## src/rtl/mpx_port_pkg.sv

```systemverilog
`timescale 1ns/1ps
package mpx_port_pkg;
   localparam int PORT_W   = 8;
   localparam int LOW_W    = PORT_W - 1;
   localparam int STRB_W   = 4;
   localparam int STRB_LSB = 3;
   localparam int CLK_PIN  = 7;
   localparam int ACK_PIN  = 2;
   localparam int REQ_PIN  = 1;
   localparam int WAIT_PIN = 0;
   localparam logic [PORT_W-1:0] RESET_VAL = 8'h80;
   localparam logic [PORT_W-1:0] DIR_READ  = 8'hFF;

   typedef enum logic [2:0] {
      FN_GPIO   = 3'd0,
      FN_INPUT  = 3'd1,
      FN_CLK    = 3'd2,
      FN_STROBE = 3'd3,
      FN_ACK    = 3'd4
   } pin_fn_e;
endpackage

```

## src/rtl/mpx_port_sync.sv

```systemverilog
`timescale 1ns/1ps
module mpx_port_sync
   import mpx_port_pkg::*;
#(
   parameter int STAGES = 2
) (
   input  logic              clk,
   input  logic              rst_n,
   input  logic [PORT_W-1:0] pin_in,
   output logic [PORT_W-1:0] sync_o
);
   logic [PORT_W-1:0] stg [STAGES];

   always_ff @(posedge clk or negedge rst_n) begin
      if (!rst_n) stg[0] <= '0;
      else        stg[0] <= pin_in;
   end

   for (genvar k = 1; k < STAGES; k++) begin : g_stage
      always_ff @(posedge clk or negedge rst_n) begin
         if (!rst_n) stg[k] <= '0;
         else        stg[k] <= stg[k-1];
      end
   end

   assign sync_o = stg[STAGES-1];

   // the first stage captures the pad on every edge after reset
   a_r11_first_stage: assert property (@(posedge clk) disable iff (!rst_n)
      $past(rst_n) |-> stg[0] == $past(pin_in));
   // the last stage lags the stage before it by one edge
   a_r11_last_stage: assert property (@(posedge clk) disable iff (!rst_n)
      $past(rst_n) |-> sync_o == $past(stg[STAGES-2]));
endmodule

```

## src/rtl/mpx_port_regs.sv

```systemverilog
`timescale 1ns/1ps
module mpx_port_regs
   import mpx_port_pkg::*;
#(
   parameter int                ADDR_W   = 4,
   parameter logic [ADDR_W-1:0] DIR_ADDR = 4'h5,
   parameter logic [ADDR_W-1:0] DAT_ADDR = 4'hD
) (
   input  logic              clk,
   input  logic              rst_n,
   input  logic [ADDR_W-1:0] bus_addr,
   input  logic              bus_we,
   input  logic [PORT_W-1:0] bus_wdata,
   input  logic [PORT_W-1:0] sync_in,
   output logic [LOW_W-1:0]  dir_o,
   output logic [LOW_W-1:0]  dat_o,
   output logic [PORT_W-1:0] bus_rdata
);
   logic [LOW_W-1:0]  dir_q, dat_q;
   logic              hit_dir, hit_dat;
   logic [PORT_W-1:0] dat_view;
   logic              unused_wbit;

   assign hit_dir = (bus_addr == DIR_ADDR);
   assign hit_dat = (bus_addr == DAT_ADDR);
   // bit 7 of both registers is fixed, so the written bit 7 is dropped
   assign unused_wbit = bus_wdata[PORT_W-1];

   always_ff @(posedge clk or negedge rst_n) begin
      if (!rst_n)                dir_q <= RESET_VAL[LOW_W-1:0];
      else if (bus_we && hit_dir) dir_q <= bus_wdata[LOW_W-1:0];
   end

   always_ff @(posedge clk or negedge rst_n) begin
      if (!rst_n)                dat_q <= RESET_VAL[LOW_W-1:0];
      else if (bus_we && hit_dat) dat_q <= bus_wdata[LOW_W-1:0];
   end

   for (genvar i = 0; i < LOW_W; i++) begin : g_view
      assign dat_view[i] = dir_q[i] ? dat_q[i] : sync_in[i];
   end
   assign dat_view[PORT_W-1] = sync_in[PORT_W-1];

   always_comb begin
      if (hit_dir)      bus_rdata = DIR_READ;
      else if (hit_dat) bus_rdata = dat_view;
      else              bus_rdata = '0;
   end

   assign dir_o = dir_q;
   assign dat_o = dat_q;

   // a write to the data address lands on that edge
   a_r12_dat_write: assert property (@(posedge clk) disable iff (!rst_n)
      $past(rst_n) && $past(bus_we && hit_dat) |-> dat_q == $past(bus_wdata[LOW_W-1:0]));
   // without a write strobe the direction register holds
   a_r12_dir_hold: assert property (@(posedge clk) disable iff (!rst_n)
      $past(rst_n) && !$past(bus_we) |-> $stable(dir_q));
endmodule

```

## src/rtl/mpx_port_fnsel.sv

```systemverilog
`timescale 1ns/1ps
module mpx_port_fnsel
   import mpx_port_pkg::*;
(
   input  logic    mode_exp,
   input  logic    clk_stop,
   input  logic    ack_en,
   input  logic    req_en,
   input  logic    wait_en,
   output pin_fn_e fn [PORT_W],
   output logic    req_act,
   output logic    wait_act
);
   assign req_act  = mode_exp & req_en;
   assign wait_act = mode_exp & wait_en;

   for (genvar i = 0; i < PORT_W; i++) begin : g_pin
      if (i == CLK_PIN) begin : g_clk
         assign fn[i] = (mode_exp && !clk_stop) ? FN_CLK : FN_INPUT;
      end else if (i >= STRB_LSB) begin : g_strb
         assign fn[i] = mode_exp ? FN_STROBE : FN_GPIO;
      end else if (i == ACK_PIN) begin : g_ack
         assign fn[i] = (mode_exp && ack_en) ? FN_ACK : FN_GPIO;
      end else if (i == REQ_PIN) begin : g_req
         assign fn[i] = req_act ? FN_INPUT : FN_GPIO;
      end else begin : g_wait
         assign fn[i] = wait_act ? FN_INPUT : FN_GPIO;
      end
   end
endmodule

```

## src/rtl/mpx_port_drive.sv

```systemverilog
`timescale 1ns/1ps
module mpx_port_drive
   import mpx_port_pkg::*;
(
   input  pin_fn_e           fn [PORT_W],
   input  logic [LOW_W-1:0]  dir_i,
   input  logic [LOW_W-1:0]  dat_i,
   input  logic              sys_clk_in,
   input  logic [STRB_W-1:0] bus_strb,
   input  logic              bus_ack,
   output logic [PORT_W-1:0] pin_out,
   output logic [PORT_W-1:0] pin_oe
);
   for (genvar i = 0; i < PORT_W; i++) begin : g_pin
      if (i == CLK_PIN) begin : g_clk
         always_comb begin
            pin_oe[i]  = (fn[i] == FN_CLK);
            pin_out[i] = (fn[i] == FN_CLK) & sys_clk_in;
         end
      end else begin : g_low
         logic gp_oe, gp_out;
         assign gp_oe  = dir_i[i];
         assign gp_out = dir_i[i] & dat_i[i];
         if (i >= STRB_LSB) begin : g_strb
            always_comb begin
               if (fn[i] == FN_STROBE) begin
                  pin_oe[i]  = 1'b1;
                  pin_out[i] = bus_strb[i-STRB_LSB];
               end else begin
                  pin_oe[i]  = gp_oe;
                  pin_out[i] = gp_out;
               end
            end
         end else if (i == ACK_PIN) begin : g_ack
            always_comb begin
               if (fn[i] == FN_ACK) begin
                  pin_oe[i]  = 1'b1;
                  pin_out[i] = bus_ack;
               end else begin
                  pin_oe[i]  = gp_oe;
                  pin_out[i] = gp_out;
               end
            end
         end else begin : g_in
            always_comb begin
               if (fn[i] == FN_INPUT) begin
                  pin_oe[i]  = 1'b0;
                  pin_out[i] = 1'b0;
               end else begin
                  pin_oe[i]  = gp_oe;
                  pin_out[i] = gp_out;
               end
            end
         end
      end
   end
endmodule

```

## src/rtl/mpx_port.sv

```systemverilog
`timescale 1ns/1ps
module mpx_port
   import mpx_port_pkg::*;
#(
   parameter int                ADDR_W      = 4,
   parameter logic [ADDR_W-1:0] DIR_ADDR    = 4'h5,
   parameter logic [ADDR_W-1:0] DAT_ADDR    = 4'hD,
   parameter int                SYNC_STAGES = 2
) (
   input  logic              clk,
   input  logic              rst_n,
   input  logic [ADDR_W-1:0] bus_addr,
   input  logic              bus_we,
   input  logic [7:0]        bus_wdata,
   output logic [7:0]        bus_rdata,
   input  logic              mode_exp,
   input  logic              clk_stop,
   input  logic              sys_clk_in,
   input  logic [3:0]        bus_strb,
   input  logic              ack_en,
   input  logic              req_en,
   input  logic              wait_en,
   input  logic              bus_ack,
   output logic              bus_req_o,
   output logic              bus_wait_o,
   input  logic [7:0]        pin_in,
   output logic [7:0]        pin_out,
   output logic [7:0]        pin_oe
);
   if (ADDR_W < 1) begin : g_bad_aw
      $error("mpx_port: ADDR_W must be at least 1");
   end
   if (DIR_ADDR == DAT_ADDR) begin : g_bad_addr
      $error("mpx_port: register addresses must differ");
   end
   if (SYNC_STAGES < 2) begin : g_bad_sync
      $error("mpx_port: SYNC_STAGES must be at least 2");
   end
   if (PORT_W != 8 || STRB_W != 4) begin : g_bad_w
      $error("mpx_port: pin map assumes eight pins and four strobes");
   end

   logic [PORT_W-1:0] sync_lvl;
   logic [LOW_W-1:0]  dir_r, dat_r;
   pin_fn_e           fn [PORT_W];
   logic              req_act, wait_act;

   mpx_port_sync #(.STAGES(SYNC_STAGES)) u_sync (
      .clk(clk), .rst_n(rst_n), .pin_in(pin_in), .sync_o(sync_lvl));

   mpx_port_regs #(.ADDR_W(ADDR_W), .DIR_ADDR(DIR_ADDR), .DAT_ADDR(DAT_ADDR)) u_regs (
      .clk(clk), .rst_n(rst_n), .bus_addr(bus_addr), .bus_we(bus_we),
      .bus_wdata(bus_wdata), .sync_in(sync_lvl), .dir_o(dir_r), .dat_o(dat_r),
      .bus_rdata(bus_rdata));

   mpx_port_fnsel u_fnsel (
      .mode_exp(mode_exp), .clk_stop(clk_stop), .ack_en(ack_en), .req_en(req_en),
      .wait_en(wait_en), .fn(fn), .req_act(req_act), .wait_act(wait_act));

   mpx_port_drive u_drive (
      .fn(fn), .dir_i(dir_r), .dat_i(dat_r), .sys_clk_in(sys_clk_in),
      .bus_strb(bus_strb), .bus_ack(bus_ack), .pin_out(pin_out), .pin_oe(pin_oe));

   assign bus_req_o  = req_act  ? sync_lvl[REQ_PIN]  : 1'b1;
   assign bus_wait_o = wait_act ? sync_lvl[WAIT_PIN] : 1'b1;

   // pin 7 never drives in single-chip mode
   a_r4_pin7_input: assert property (@(posedge clk) disable iff (!rst_n)
      !mode_exp |-> !pin_oe[CLK_PIN] && !pin_out[CLK_PIN]);
   // a stopped clock releases pin 7
   a_r5_clk_stop: assert property (@(posedge clk) disable iff (!rst_n)
      mode_exp && clk_stop |-> !pin_oe[CLK_PIN]);
   // the strobe pins drive the strobes whatever the registers hold
   a_r6_strobes: assert property (@(posedge clk) disable iff (!rst_n)
      mode_exp |-> pin_oe[6:3] == 4'hF && pin_out[6:3] == bus_strb);
   // single-chip enables follow the direction register
   a_r3_dir_enables: assert property (@(posedge clk) disable iff (!rst_n)
      !mode_exp |-> pin_oe[LOW_W-1:0] == dir_r);
   // an active request function keeps pin 1 released
   a_r8_req_input: assert property (@(posedge clk) disable iff (!rst_n)
      mode_exp && req_en |-> !pin_oe[REQ_PIN]);
   // inactive functions report their idle level
   a_r8_idle_level: assert property (@(posedge clk) disable iff (!rst_n)
      !mode_exp |-> bus_req_o && bus_wait_o);
endmodule

```

## config.mk

```make
export PLATFORM = sky130hd
export DESIGN_NAME = mpx_port
export DESIGN_NICKNAME = d
export VERILOG_FILES = /design/src/rtl/mpx_port_pkg.sv /design/src/rtl/mpx_port_sync.sv /design/src/rtl/mpx_port_regs.sv /design/src/rtl/mpx_port_fnsel.sv /design/src/rtl/mpx_port_drive.sv /design/src/rtl/mpx_port.sv
export SDC_FILE = /design/constraint.sdc
export NUM_CORES = 1
export LEC_CHECK = 0
export CELL_PAD_IN_SITES_DETAIL_PLACEMENT = 1
export CELL_PAD_IN_SITES_GLOBAL_PLACEMENT = 2
export CORE_MARGIN = 5
export CORE_UTILIZATION = 24
export DETAILED_ROUTE_END_ITERATION = 10
export PLACE_DENSITY_LB_ADDON = 0.08
export SLEW_MARGIN = 20
export SYNTH_ARGS = -nofsm -noshare
export SYNTH_HDL_FRONTEND = slang
export SYNTH_SLANG_ARGS = --single-unit
```

## constraint.sdc

```tcl
create_clock -name clk -period 0.95 [get_ports clk]
set_input_delay 0.19 -clock clk [delete_from_list [all_inputs] [get_ports clk]]
set_output_delay 0.19 -clock clk [all_outputs]
set_load 0.05 [all_outputs]
```

### Yosys cells after proc, flatten, opt, wreduce, memory -nomap -nowiden

Index checks and enable logic that the tools add are counted.

* equality and inequality tests: 7
* multiplexer cells: 30
* bitwise logic cells: 10
* reductions and logical operators: 5

Operators by type and width (number)
* $mux W1: 25
* $mux W8: 2
* $and A1 B1 Y1: 10
* $eq A2 B2 Y1 const B: 2
* $eq A4 B3 Y1 const B: 1
* $eq A4 B4 Y1 const B: 1
* $logic_and A1 B1 Y1: 4
* $mux W2: 2
* $eq A3 B3 Y1 const B: 1
* $mux W3: 1
* $eq A1 B1 Y1 const B: 2
* $logic_not A1 Y1: 1

* bits in registers: 30
* input bits: 34
* output and inout bits: 26
* logic and storage cells: 56

### Longest topological paths before layout

* word-level depth: 5
* gate-level depth with buffers: 4
* depth with buffers taken out: 3

### Hierarchy

Synthesis repeated with hierarchy kept, for this count alone.

* cells, all modules: 135
* area, all modules: 1586.5 µm²

Modules (own cells, without submodules)
* mpx_port_regs: times used 1, cells each 49, area each 693.2 µm², seq. area each 350.3 µm²
* mpx_port_sync: times used 1, cells each 24, area each 460.4 µm², seq. area each 400.4 µm²
* mpx_port_drive: times used 1, cells each 33, area each 225.2 µm², seq. area each 0.0 µm²
* mpx_port_fnsel: times used 1, cells each 27, area each 195.2 µm², seq. area each 0.0 µm²
* mpx_port: times used 1, cells each 2, area each 12.5 µm², seq. area each 0.0 µm²

### Worst setup path after synthesis

Ideal clock, no wire load.

* kind: input port to output port
* start: input port bus_addr[0]
* end: output port bus_rdata[0]
* arrival: 1.642 ns
* required time: 0.760 ns
* path slack: -0.882 ns
* cell stages on the path: 3
* path buffers: 0
* cells stage by stage: nor2b_4 -> nand3_1 -> o21ai_0

* longest elaborated chain between the ends: 3
* elaborated cells between the ends (all ways): 4
* classes of those cells: 2 x eq/ne; 2 x mux

Ends and longest elaborated chain
* start, declared: RTL line mpx_port.sv:12 `input logic [ADDR_W-1:0] bus_addr,`
* $eq A4 B4 Y1: RTL line mpx_port_regs.sv:25 `assign hit_dat = (bus_addr == DAT_ADDR);`
* $mux W8: RTL line mpx_port_regs.sv:46 `else if (hit_dat) bus_rdata = dat_view;`
* $mux W8 (*): RTL line mpx_port_regs.sv:45 `if (hit_dir) bus_rdata = DIR_READ;`
* end, declared: RTL line mpx_port.sv:15 `output logic [7:0] bus_rdata,`

Every way passes the cells marked *; elsewhere a longest branch is shown, timed or not.

### Worst setup path after layout

* start: register u_regs.dir_q[6], in the netlist u_regs.dir_o[6]
* end: output port bus_rdata[6]

* longest elaborated chain between the ends: 3

Ends and longest elaborated chain
* start, declared: RTL line mpx_port_regs.sv:19 `logic [LOW_W-1:0] dir_q, dat_q;`
* start signal, assigned: RTL line mpx_port_regs.sv:30 `if (!rst_n) dir_q <= RESET_VAL[LOW_W-1:0];`
* start signal, assigned: RTL line mpx_port_regs.sv:31 `else if (bus_we && hit_dir) dir_q <= bus_wdata[LOW_W-1:0];`
* $mux W1: RTL line mpx_port_regs.sv:40 `assign dat_view[i] = dir_q[i] ? dat_q[i] : sync_in[i];`
* $mux W8: RTL line mpx_port_regs.sv:46
* $mux W8: RTL line mpx_port_regs.sv:45

Every way passes these cells.

==> impl_metrics.csv <==
group,metric,value,unit
status,outcome,"complete, but fails checks",
status,violations,"negative setup slack",
global_route,grt_max_degree,31,
logic_synthesis,yosys-top-cells-area,"dfrtp_1 59%, mux2_4 8.3%, mux2_2 6.2%",
drt,drt_pass1_iterations,3,
setup_path,r2r_end,"u_regs.dir_o[3]$_DFFE_PN0P_",
setup_path,crit_type,"reg2out",
logic_synthesis,yosys.area.top_type,"dfrtp_1",
logic_synthesis,synth_fp_nets,132,
layout,antenna_cells,0,
setup_path,endpoint_kind,"output pin",
sta,rsz0062_at_grt,"true",
floorplan,die_h,82.7,µm
setup_path,worstPathArrival,1.24,ns
global_route,grt_pass1_wl,6440,µm
logic_synthesis,ys_ff_latch,30,
placed_design,dp.final_hpwl,3220,µm
power_and_ir_drop,ir_worst_vdd,0.915,mV
setup_path,critPathLaunchType,"flop",
sta,finalSetupViolCount,40,
placed_design,gp_congestion,0.688,
logic_synthesis,synth_compound_area_share,4.73,%
global_route,antenna_found_initial,0,
drt,remaining_drc_errors,0,
placed_design,io_buffers,58,
sta,period_needed,1.43,ns
clock_network,cts_made_buffers,5,
clock_network,cts_tree,"built",
drt,vias,1110,
power_and_ir_drop,cellLeakagePower,1.25,nW
floorplan,fp.dieW,82.7,µm
sta,fin_crit_sh,151,%
setup_path,path_buf_inv,1,
sta,finalClockSkew,0.00216,ns
global_route,grt_remaining_overflow,0,
logic_synthesis,synthCells,98,
layout,syn2layout_area_growth,126,%
logic_synthesis,ys_seq_area_share,59.2,%
clock_network,path_clk_slew,0.07,ns
drt,drtIter0Drc,30,
setup_path,reg2reg_depth,3,
clock_network,worstSkewPairLatency,0.28,ns
clock_network,cts_sinks,30,
setup_path,cp_slowest_stage_delay,0.44,ns
floorplan,placementRows,26,
setup_path,critPathMaxFanout,4,
logic_synthesis,synth.distinct_cells,19,
sta,slew_headroom,83.3,%
clock_network,cts-root-buf,"clkbuf_8",
clock_network,cts-hold-fix-buffers,0,
setup_path,r2r_setup_slack,-0.09,ns
hold_path,hold_path_class,"in2async",
logic_synthesis,syn_avg_cell_area,12.9,µm²
floorplan,core,0.00511,mm²
clock_network,cts_max_level,2,
drt,antenna_left,0,
sta,fin_tns_setup,-10.17,ns
drt,wl_per_cell,16.2,µm
setup_path,startpoint,"u_regs.dir_o[6]$_DFFE_PN0P_",
layout,drive_gt1_share,68.4,%
sta,worst_pin_slew,0.246,ns
logic_synthesis,synth-simple-area-share,14.6,%
setup_path,worstReg2RegStart,"u_regs.dir_o[3]$_DFFE_PN0P_",
global_route,grt_pass1_vias,1291,
clock_network,ctsLongestPathBuffers,2,
placed_design,place_area,0.00245,mm²
floorplan,start_util,24.8,%
run,drv_cap,0,
floorplan,die-area,0.00684,mm²
setup_path,worst-path-stages,3,
logic_synthesis,synth_xor_area_share,0,%
sta,fmax,0.698,GHz
logic_synthesis,synth_top_area_share,59.2,%
placed_design,dpl_worst_slack,-0.714,ns
logic_synthesis,synthMuxAreaShare,20.0,%
drt,finalWirelength,4260,µm
layout,fin_nets,226,
sta,setup_ws,-0.483,ns
global_route,track_usage,13.1,%
sta,slew_viol_final,0,
sta,hold_ws,0.257,ns
logic_synthesis,synthAdderAreaFrac,0,%
power_and_ir_drop,p_per_area,1660,mW/mm²
logic_synthesis,post_synth_instance_area,0.00127,mm²
floorplan,num_io_pins,60,
setup_path,slowest_stage,"dfrtp_2",
logic_synthesis,yosysWarnings,0,
layout,final_area,0.00287,mm²
setup_path,cp.required,0.76,ns
setup_path,endpoint,"bus_rdata[6]",
setup_path,path_cells,"mux2i_2 > o21ai_4 > buf_12",
logic_synthesis,synth_top_family_by_area,"multiplexers",
layout,n_fill_cell,528,
sta,hold_viol_final,0,
power_and_ir_drop,p_total,4.75,mW
drt,avgViaCountPerCell,4.22,
setup_path,path_delay_family,"flip-flops",
report_power, final:
part / leakage (nW) / internal (mW) / total [mW] / switching (mW)
logic: 0.850 / 1.15 / 2.04 / 0.888
clock network: 0.0472 / 0.581 / 1.07 / 0.488
registers: 0.355 / 1.46 / 1.64 / 0.185
total: 1.25 / 3.19 / 4.75 / 1.56
repair_timing:
action / CTS / global route
endpoints found under the setup margin: 40 / 40
pin swaps: 23 / 8
buffers inserted: 3 / 6
resized for setup: 86 / 14
cell type report:
cell class / count / area, µm² / area share (%)
clock buffers: 6 / 82.6 / 2.88
clock inverters: 2 / 12.5 / 0.436
well taps: 70 / 87.6 / 3.05
multi-input cells: 65 / 788 / 27.5
inverters: 1 / 3.75 / 0.131
flip-flops and latches: 30 / 754 / 26.3
repair buffers: 89 / 1140 / 39.7
state kept, by name, indices dropped and copies added (netlist names):
register,cells
u_regs.dir_o,7
u_sync.sync_o,8
u_sync.stg,8
u_regs.dat_o,7
per-layer routing:
layer,up-vias,routed length (µm),global-route usage (%)
met5,-,0,0
li1,525,-,-
met1,544,1620,13.8
met2,36,2360,24.5
met3,5,215,3.69
met4,0,61,4.90
cells in the final DEF, fill, tap and decap left out, drive strengths merged, types with 2 or more instances in the layout:
| master | Yosys | layout |
|---|---|---|
| buf | 1 | 62 |
| mux2i | 7 | 7 |
| and2 | 3 | 3 |
| nand3 | 3 | 3 |
| mux2 | 14 | 14 |
| o21ai | 12 | 12 |
| nor2b | 2 | 2 |
| clkdlybuf4s50 | 0 | 21 |
| or2 | 6 | 6 |
| nand2 | 12 | 12 |
| and3 | 2 | 2 |
| dlygate4sd2 | 0 | 4 |
| dfrtp | 30 | 30 |
| clkbuf | 1 | 6 |
worst min path at each step:
stage,start,cells past startpoint,end,slack (ns)
CTS,rst_n,2,u_sync.stg[9]$_DFF_PN0_,0.26
detailed placement,u_sync.stg[10]$_DFF_PN0_,0,u_sync.sync_o[2]$_DFF_PN0_,0.34
finish,rst_n,2,u_sync.stg[15]$_DFF_PN0_,0.26
floorplan,rst_n,0,u_regs.dat_o[0]$_DFFE_PN0P_,-0.11
global route,rst_n,2,u_sync.stg[15]$_DFF_PN0_,0.26
global placement,u_sync.stg[14]$_DFF_PN0_,0,u_sync.sync_o[6]$_DFF_PN0_,0.33
stage by stage:
step / instances / util, %
6_report: 263 / 56.2
5_1_grt: 263 / 56.2
4_1_cts: 259 / 55.0
3_5_place_dp: 248 / 48.1
3_3_place_gp: 248 / 48.1
2_1_floorplan: 98 / -
Yosys cell counts:
master     n
or2_2      6
mux2_2     7
inv_1      1
and2_1     3
buf_6      1
nand4_2    1
nor2b_1    1
mux2_4     7
nand3b_1   1
nor2b_4    1
nand3_1    3
dfrtp_1   30
nand2b_1   1
nand2_1   12
clkbuf_1   1
and4b_1    1
mux2i_1    7
and3_1     2
o21ai_0   12
logic make-up (layout without fill, tap and decap cells):
family                 after synthesis  count (layout)
buffers and inverters                3              98
muxes                               21              21
AOI/OAI and AO/OA                   12              12
DFF                                 30              30
and+or+nand+nor                     32              32
Note: power is estimated with default switching activity, not from simulation.
